--- src/rtl/epp_pkg.sv ---
// Package: shared sequencer state encoding for the EEPROM page poller.
// Assumes nothing beyond a synthesizable enum.
package epp_pkg;

    typedef enum logic [2:0] {
        ST_IDLE,   // waiting for a request
        ST_FETCH,  // waiting for next data byte
        ST_SETUP,  // address/data driven, WE still high
        ST_WLOW,   // WE pulse low
        ST_WHOLD,  // WE back high, data still driven
        ST_TURN,   // bus turnaround before first read
        ST_READ,   // poll read, CE/OE low
        ST_RGAP    // idle clock between poll reads
    } epp_state_e;

endpackage

--- src/rtl/epp_addr_gen.sv ---
// Address generator: loads a base address and steps the in-page offset,
// wrapping within the page so the page bits never change.
// Assumes PAGE_BYTES is a power of two smaller than 2**ADDR_W.
module epp_addr_gen #(
    parameter int ADDR_W     = 15,
    parameter int PAGE_BYTES = 128
) (
    input  logic              clk,
    input  logic              rst_n,
    input  logic              load,
    input  logic              step,
    input  logic [ADDR_W-1:0] base,
    output logic [ADDR_W-1:0] addr
);
    localparam int PW = $clog2(PAGE_BYTES);

    logic [ADDR_W-1:0] addr_q;

    // Hold the current byte address; offset increments modulo page size.
    always_ff @(posedge clk) begin
        if (!rst_n) begin
            addr_q <= '0;
        end else if (load) begin
            addr_q <= base;
        end else if (step) begin
            addr_q <= {addr_q[ADDR_W-1:PW], addr_q[PW-1:0] + PW'(1)};
        end
    end

    assign addr = addr_q;
endmodule

--- src/rtl/epp_poll_ctr.sv ---
// Poll counter: counts completed poll reads and flags when the read now
// finishing is the last one allowed.
// Assumes MAX_POLLS >= 1.
module epp_poll_ctr #(
    parameter int MAX_POLLS = 1000
) (
    input  logic clk,
    input  logic rst_n,
    input  logic clr,
    input  logic inc,
    output logic at_limit
);
    localparam int CW = $clog2(MAX_POLLS + 1);
    localparam logic [CW-1:0] LAST = CW'(MAX_POLLS - 1);

    logic [CW-1:0] cnt_q;

    // Count reads since the polling phase began.
    always_ff @(posedge clk) begin
        if (!rst_n || clr) begin
            cnt_q <= '0;
        end else if (inc) begin
            cnt_q <= cnt_q + CW'(1);
        end
    end

    assign at_limit = (cnt_q == LAST);
endmodule

--- src/rtl/epp_seq.sv ---
// Sequencer: accepts the request, fetches bytes, shapes each write pulse,
// then runs the bit-7 poll loop and reports done or timeout.
// Assumes the byte source keeps up with the device's byte-load window.
module epp_seq
    import epp_pkg::*;
#(
    parameter int DATA_W      = 8,
    parameter int LEN_W       = 7,
    parameter int WE_LOW_CLKS = 4,
    parameter int READ_CLKS   = 2
) (
    input  logic              clk,
    input  logic              rst_n,
    input  logic              start_valid,
    output logic              start_ready,
    input  logic [LEN_W-1:0]  start_len_m1,
    input  logic              byte_valid,
    output logic              byte_ready,
    input  logic [DATA_W-1:0] byte_data,
    input  logic              rd_msb,
    input  logic              poll_last,
    output logic              load_addr,
    output logic              step_addr,
    output logic              clr_polls,
    output logic              inc_polls,
    output logic              ce_n,
    output logic              we_n,
    output logic              oe_n,
    output logic              dq_oe,
    output logic [DATA_W-1:0] dq_out,
    output logic              done,
    output logic              timeout_err
);
    localparam int MAXT = (WE_LOW_CLKS > READ_CLKS) ? WE_LOW_CLKS : READ_CLKS;
    localparam int TW   = $clog2(MAXT + 1);
    localparam logic [TW-1:0] WE_INIT = TW'(WE_LOW_CLKS - 1);
    localparam logic [TW-1:0] RD_INIT = TW'(READ_CLKS - 1);

    epp_state_e        state_q;
    logic [TW-1:0]     timer_q;
    logic [LEN_W-1:0]  left_q;
    logic [DATA_W-1:0] data_q;
    logic              done_q, to_q;
    logic              rd_end, match;

    assign rd_end = (state_q == ST_READ) && (timer_q == '0);
    assign match  = (rd_msb == data_q[DATA_W-1]);

    // Main state machine: write pulses, turnaround and poll loop.
    always_ff @(posedge clk) begin
        if (!rst_n) begin
            state_q <= ST_IDLE;
            timer_q <= '0;
            left_q  <= '0;
            data_q  <= '0;
            done_q  <= 1'b0;
            to_q    <= 1'b0;
        end else begin
            done_q <= 1'b0;
            to_q   <= 1'b0;
            case (state_q)
                ST_IDLE: if (start_valid) begin
                    left_q  <= start_len_m1;
                    state_q <= ST_FETCH;
                end
                ST_FETCH: if (byte_valid) begin
                    data_q  <= byte_data;
                    state_q <= ST_SETUP;
                end
                ST_SETUP: begin
                    timer_q <= WE_INIT;
                    state_q <= ST_WLOW;
                end
                ST_WLOW: begin
                    if (timer_q == '0) state_q <= ST_WHOLD;
                    else               timer_q <= timer_q - TW'(1);
                end
                ST_WHOLD: begin
                    if (left_q == '0) begin
                        state_q <= ST_TURN;
                    end else begin
                        left_q  <= left_q - LEN_W'(1);
                        state_q <= ST_FETCH;
                    end
                end
                ST_TURN, ST_RGAP: begin
                    timer_q <= RD_INIT;
                    state_q <= ST_READ;
                end
                ST_READ: begin
                    if (timer_q != '0) begin
                        timer_q <= timer_q - TW'(1);
                    end else if (match) begin
                        done_q  <= 1'b1;
                        state_q <= ST_IDLE;
                    end else if (poll_last) begin
                        to_q    <= 1'b1;
                        state_q <= ST_IDLE;
                    end else begin
                        state_q <= ST_RGAP;
                    end
                end
                default: state_q <= ST_IDLE;
            endcase
        end
    end

    // Handshake, counter controls and memory strobes decoded from state.
    always_comb begin
        start_ready = (state_q == ST_IDLE);
        byte_ready  = (state_q == ST_FETCH);
        load_addr   = (state_q == ST_IDLE) && start_valid;
        step_addr   = (state_q == ST_WHOLD) && (left_q != '0);
        clr_polls   = (state_q == ST_TURN);
        inc_polls   = rd_end;
        dq_oe       = (state_q == ST_SETUP) || (state_q == ST_WLOW) ||
                      (state_q == ST_WHOLD);
        ce_n        = !(dq_oe || (state_q == ST_READ));
        we_n        = (state_q != ST_WLOW);
        oe_n        = (state_q != ST_READ);
    end

    assign dq_out      = data_q;
    assign done        = done_q;
    assign timeout_err = to_q;
endmodule

--- src/rtl/eeprom_page_poller.sv ---
// Top: parallel EEPROM page writer with bit-7 completion polling.
// Joins the sequencer, the in-page address generator and the poll counter.
// Assumes the pad ring merges mem_dq_out/mem_dq_oe/mem_dq_in into one bus.
module eeprom_page_poller #(
    parameter int ADDR_W      = 15,
    parameter int DATA_W      = 8,
    parameter int PAGE_BYTES  = 128,
    parameter int WE_LOW_CLKS = 4,
    parameter int READ_CLKS   = 2,
    parameter int MAX_POLLS   = 1000,
    localparam int LEN_W      = $clog2(PAGE_BYTES)
) (
    input  logic              clk,
    input  logic              rst_n,
    input  logic              start_valid,
    output logic              start_ready,
    input  logic [ADDR_W-1:0] start_addr,
    input  logic [LEN_W-1:0]  start_len_m1,
    input  logic              byte_valid,
    output logic              byte_ready,
    input  logic [DATA_W-1:0] byte_data,
    output logic              mem_ce_n,
    output logic              mem_we_n,
    output logic              mem_oe_n,
    output logic [ADDR_W-1:0] mem_addr,
    output logic [DATA_W-1:0] mem_dq_out,
    output logic              mem_dq_oe,
    input  logic [DATA_W-1:0] mem_dq_in,
    output logic              done,
    output logic              timeout_err
);
    logic load_addr, step_addr, clr_polls, inc_polls, poll_last;
    logic unused_rd_bits;

    assign unused_rd_bits = ^mem_dq_in[DATA_W-2:0];

    epp_seq #(
        .DATA_W(DATA_W), .LEN_W(LEN_W),
        .WE_LOW_CLKS(WE_LOW_CLKS), .READ_CLKS(READ_CLKS)
    ) u_seq (
        .clk(clk), .rst_n(rst_n),
        .start_valid(start_valid), .start_ready(start_ready),
        .start_len_m1(start_len_m1),
        .byte_valid(byte_valid), .byte_ready(byte_ready), .byte_data(byte_data),
        .rd_msb(mem_dq_in[DATA_W-1]), .poll_last(poll_last),
        .load_addr(load_addr), .step_addr(step_addr),
        .clr_polls(clr_polls), .inc_polls(inc_polls),
        .ce_n(mem_ce_n), .we_n(mem_we_n), .oe_n(mem_oe_n),
        .dq_oe(mem_dq_oe), .dq_out(mem_dq_out),
        .done(done), .timeout_err(timeout_err)
    );

    epp_addr_gen #(.ADDR_W(ADDR_W), .PAGE_BYTES(PAGE_BYTES)) u_addr (
        .clk(clk), .rst_n(rst_n), .load(load_addr), .step(step_addr),
        .base(start_addr), .addr(mem_addr)
    );

    epp_poll_ctr #(.MAX_POLLS(MAX_POLLS)) u_polls (
        .clk(clk), .rst_n(rst_n), .clr(clr_polls), .inc(inc_polls),
        .at_limit(poll_last)
    );
endmodule

--- config.mk ---
export PLATFORM = sky130hd
export DESIGN_NAME = eeprom_page_poller
export DESIGN_NICKNAME = d
export VERILOG_FILES = /design/src/rtl/epp_pkg.sv /design/src/rtl/epp_addr_gen.sv /design/src/rtl/epp_poll_ctr.sv /design/src/rtl/epp_seq.sv /design/src/rtl/eeprom_page_poller.sv
export SDC_FILE = /design/constraint.sdc
export NUM_CORES = 1
export LEC_CHECK = 0
export ABC_AREA = 0
export BUFFER_PORTS_ARGS = -buffer_cell sky130_fd_sc_hd__clkbuf_2
export CAP_MARGIN = 20
export CORE_MARGIN = 3
export CORE_UTILIZATION = 30
export CTS_CLUSTER_SIZE = 20
export DETAILED_ROUTE_END_ITERATION = 6
export REMOVE_ABC_BUFFERS = 1
export SYNTH_ARGS = -nofsm -noshare
export SYNTH_HDL_FRONTEND = slang
export SYNTH_SLANG_ARGS = --single-unit
--- constraint.sdc ---
create_clock -name clk -period 4.18 [get_ports clk]
set_input_delay 0.836 -clock clk [delete_from_list [all_inputs] [get_ports clk]]
set_output_delay 0.836 -clock clk [all_outputs]
set_load 0.05 [all_outputs]
==> flow_metrics.py <==
metrics = {
    "run_status": {
        "outcome": "completed",
    },
    "clocking": {
        "cts_root_buf": "clkbuf_8",
        "cts_max_path_buffers": 2,
        "ctsResizeCount": 0,
        "cts.htree.levels": 2,
        "clk_pin_slew_ps": 90,
        "numCtsBuffers": 5,
        "clk_latency_ps": 310,
        "hold_buffers": 0,
        "post_cts_buffers": 0,
        "cts_sinks": 48,
        "cts_tree": "yes",
    },
    "yosys": {
        "async_flop_share": 0,
        "yosys.area.top_type_share": 0.396,
        "synth_edf_count": 0,
        "synth_warnings": 0,
        "synth_seq_area_share": 0.396,
        "yosysMostFrequentCell": "dfxtp_1",
        "syn_area_per_cell_um2": 8.23,
        "synth-seq-cells": 48,
        "ys.flop_type": "dfxtp_1",
        "synthCells": 295,
        "synthTopCellsByCount": "48 x dfxtp_1, 44 x nand2_1, 19 x nor2_1",
        "synth_top_area_cell": "dfxtp_1",
        "syn-cell-area_um2": 2430,
        "synth.distinct_cells": 52,
        "synth_area_leaders": "dfxtp_1 40%, nand2_1 6.8%, xnor2_1 4.3%, o21ai_0 3.5%, a21boi_0 3.4%",
    },
    "critical_path": {
        "crit_family": "flip-flops",
        "r2r_slack_ps": 1690,
        "cp.arrival_ps": 2430,
        "crit_path_max_fanout": 28,
        "required_ps": 3340,
        "worst_path_max_delay_cell": "dfxtp_1",
        "start_kind": "flip-flop",
        "endpoint_kind": "output pin",
        "cp_slowest_stage_delay_ps": 900,
        "critPathKind": "flip-flop to output pin",
        "rr_startpoint": "u_seq.state_q[2]",
        "worst-r2r-cell-count": 4,
        "r2r-end": "u_addr.addr[6]",
        "cp_cell_sequence": "or3b_1, o21ai_0, clkbuf_2",
        "cp_num_buf_inv": 1,
    },
    "global_routing": {
        "grt_usage": 0.122,
        "gr-total-overflow": 0,
        "grt_pass1_vias": 1979,
        "grt_max_degree": 42,
        "antenna_found_initial": 0,
        "grt_pass1_wl_um": 8980,
    },
    "floorplan": {
        "fp.coreArea_um2": 7810,
        "pin_count": 73,
        "row_count": 32,
        "die_area_um2": 9210,
        "fp.dieH_um": 96.0,
        "die_x_um": 96.0,
        "start_util": 0.311,
    },
    "timing": {
        "fin_crit_sh": 0.782,
        "maxSlewViolCount": 0,
        "max-slew-margin-rel": 0.414,
        "setup_viol": 0,
        "worst_pin_slew_ps": 878,
        "max_freq_ghz": 0.306,
        "tns_ps": 0,
        "rsz0062_at_grt": "false",
        "fin_crit_ps": 3270,
        "hold_slack_ps": 473,
        "hold_violations": 0,
        "finalClockSkew_ps": 14.2,
    },
    "pwr": {
        "finalPower_mw": 0.983,
        "powerDensity_nw_per_um2": 337,
        "irDropWorstVdd_uv": 117,
        "p_leak_nw": 1.16,
    },
    "routing": {
        "route.detailed.drc": 0,
        "drtAntennaViolNets": 0,
        "dr.pass1.iters": 4,
        "drtIter0Drc": 74,
        "vias": 2230,
        "wire_per_inst_um": 12.5,
        "wl_um": 5650,
        "viasPerCell": 4.93,
    },
    "final_layout": {
        "drive_gt1_frac": 0.234,
        "fin_nets": 396,
        "final_area_um2": 2910,
        "antenna_cells": 0,
        "area_growth_pct": 19.9,
    },
    "placed_design": {
        "dp_hpwl_um": 3960,
        "portBuffers": 65,
        "placed_area_um2": 2820,
        "place.gp.congestion": 0.778,
    },
    "hold_path": {
        "hold_depth": 2,
        "min-delay-start": "u_addr.addr[8]",
        "hp-class": "flip-flop to flip-flop",
        "min_to": "u_addr.addr[8]",
    },
    "flow_run": {
        "maxCapViolations": 0,
    },
}
==> where the power goes <==
group | total, mW | internal (mW) | switching, mW
Combinational | 0.189 | 0.0631 | 0.126
Clock | 0.298 | 0.135 | 0.164
Sequential | 0.495 | 0.477 | 0.0175
Total | 0.983 | 0.675 | 0.307
==> cells in the final DEF, fill, tap and decap left out, types with 3 or more instances in the layout <==
| cell type | synthesis | final |
|---|---|---|
| clkbuf_8 | 0 | 6 |
| nor2b_1 | 10 | 10 |
| xnor2_1 | 12 | 12 |
| dfxtp_1 | 48 | 48 |
| inv_1 | 10 | 10 |
| o21ai_0 | 17 | 17 |
| nand3_1 | 4 | 4 |
| nor3_1 | 7 | 7 |
| o221a_2 | 3 | 3 |
| nand2_1 | 44 | 44 |
| nor2_1 | 19 | 19 |
| a211oi_1 | 4 | 4 |
| a21o_1 | 3 | 3 |
| a21boi_0 | 11 | 11 |
| o211a_1 | 3 | 3 |
| ha_1 | 5 | 5 |
| clkbuf_2 | 1 | 65 |
| and2_1 | 4 | 4 |
| nor3b_1 | 4 | 4 |
| nand4_1 | 4 | 4 |
| a21oi_1 | 15 | 15 |
| nor4_1 | 6 | 6 |
| mux2i_1 | 8 | 8 |
==> layout make-up <==
cell class              instances  area, µm²
well taps                     102        128
clock inverters                 1       7.51
repair buffers                 67        340
multi-input cells             217       1350
inverters                      10       37.5
clock buffers                   7       86.3
flip-flops and latches         48        961
fillers                       829       4890
==> tightest hold or removal path, cell delays in order (launching register included) <==
cell and delay (ps):
dfxtp_1 320, nand2_1 50, a21boi_0 60
==> flip-flops by register name (all words and copies together) (netlist names) <==
name               count
u_seq.done             1
u_seq.timeout_err      1
u_addr.addr           15
u_seq.state_q          3
u_polls.cnt_q         10
u_seq.dq_out           8
u_seq.left_q           7
u_seq.timer_q          3
==> through the flow <==
step | util | std cells | setup WS [ps]
2_1_floorplan | - | 275 | 762
3_3_place_gp | 0.361 | 444 | 1240
3_5_place_dp | 0.361 | 444 | 1240
4_1_cts | 0.373 | 452 | 904
5_1_grt | 0.373 | 452 | 764
6_report | 0.373 | 452 | 911
==> logic make-up (layout without fill, tap and decap cells) <==
| group | Yosys count | count (layout) | share of synthesized area |
|---|---|---|---|
| adders and majority gates | 5 | 5 | 0.0258 |
| DFF | 48 | 48 | 0.396 |
| muxes | 8 | 8 | 0.0330 |
| buffers and inverters | 30 | 85 | 0.0500 |
| and+or+nand+nor | 117 | 117 | 0.245 |
| xor gates and xnor gates | 14 | 14 | 0.0505 |
| AOI/OAI and AO/OA | 73 | 73 | 0.200 |
==> per-layer routing <==
metal  GRT usage  vias to the layer above  part of all wire
met5           0                        -                 0
li1            -                     1146                 -
met4      0.0355                        0            0.0097
met3      0.0242                        5             0.049
met2       0.201                       55              0.46
met1       0.160                     1024              0.48
==> worst max path at each step <==
stage / start / endpoint / slack (ps) / depth (start not counted)
after floorplan: u_seq.state_q[1] / mem_ce_n / 760 / 3
after CTS: u_seq.state_q[2] / mem_dq_oe / 900 / 3
after detailed placement: u_seq.state_q[2] / mem_dq_oe / 1240 / 3
final: u_seq.state_q[2] / mem_dq_oe / 910 / 3
after global routing: u_seq.state_q[2] / mem_dq_oe / 760 / 3
after global placement: u_seq.state_q[2] / mem_dq_oe / 1240 / 3
(Power assumes the default switching activity.)
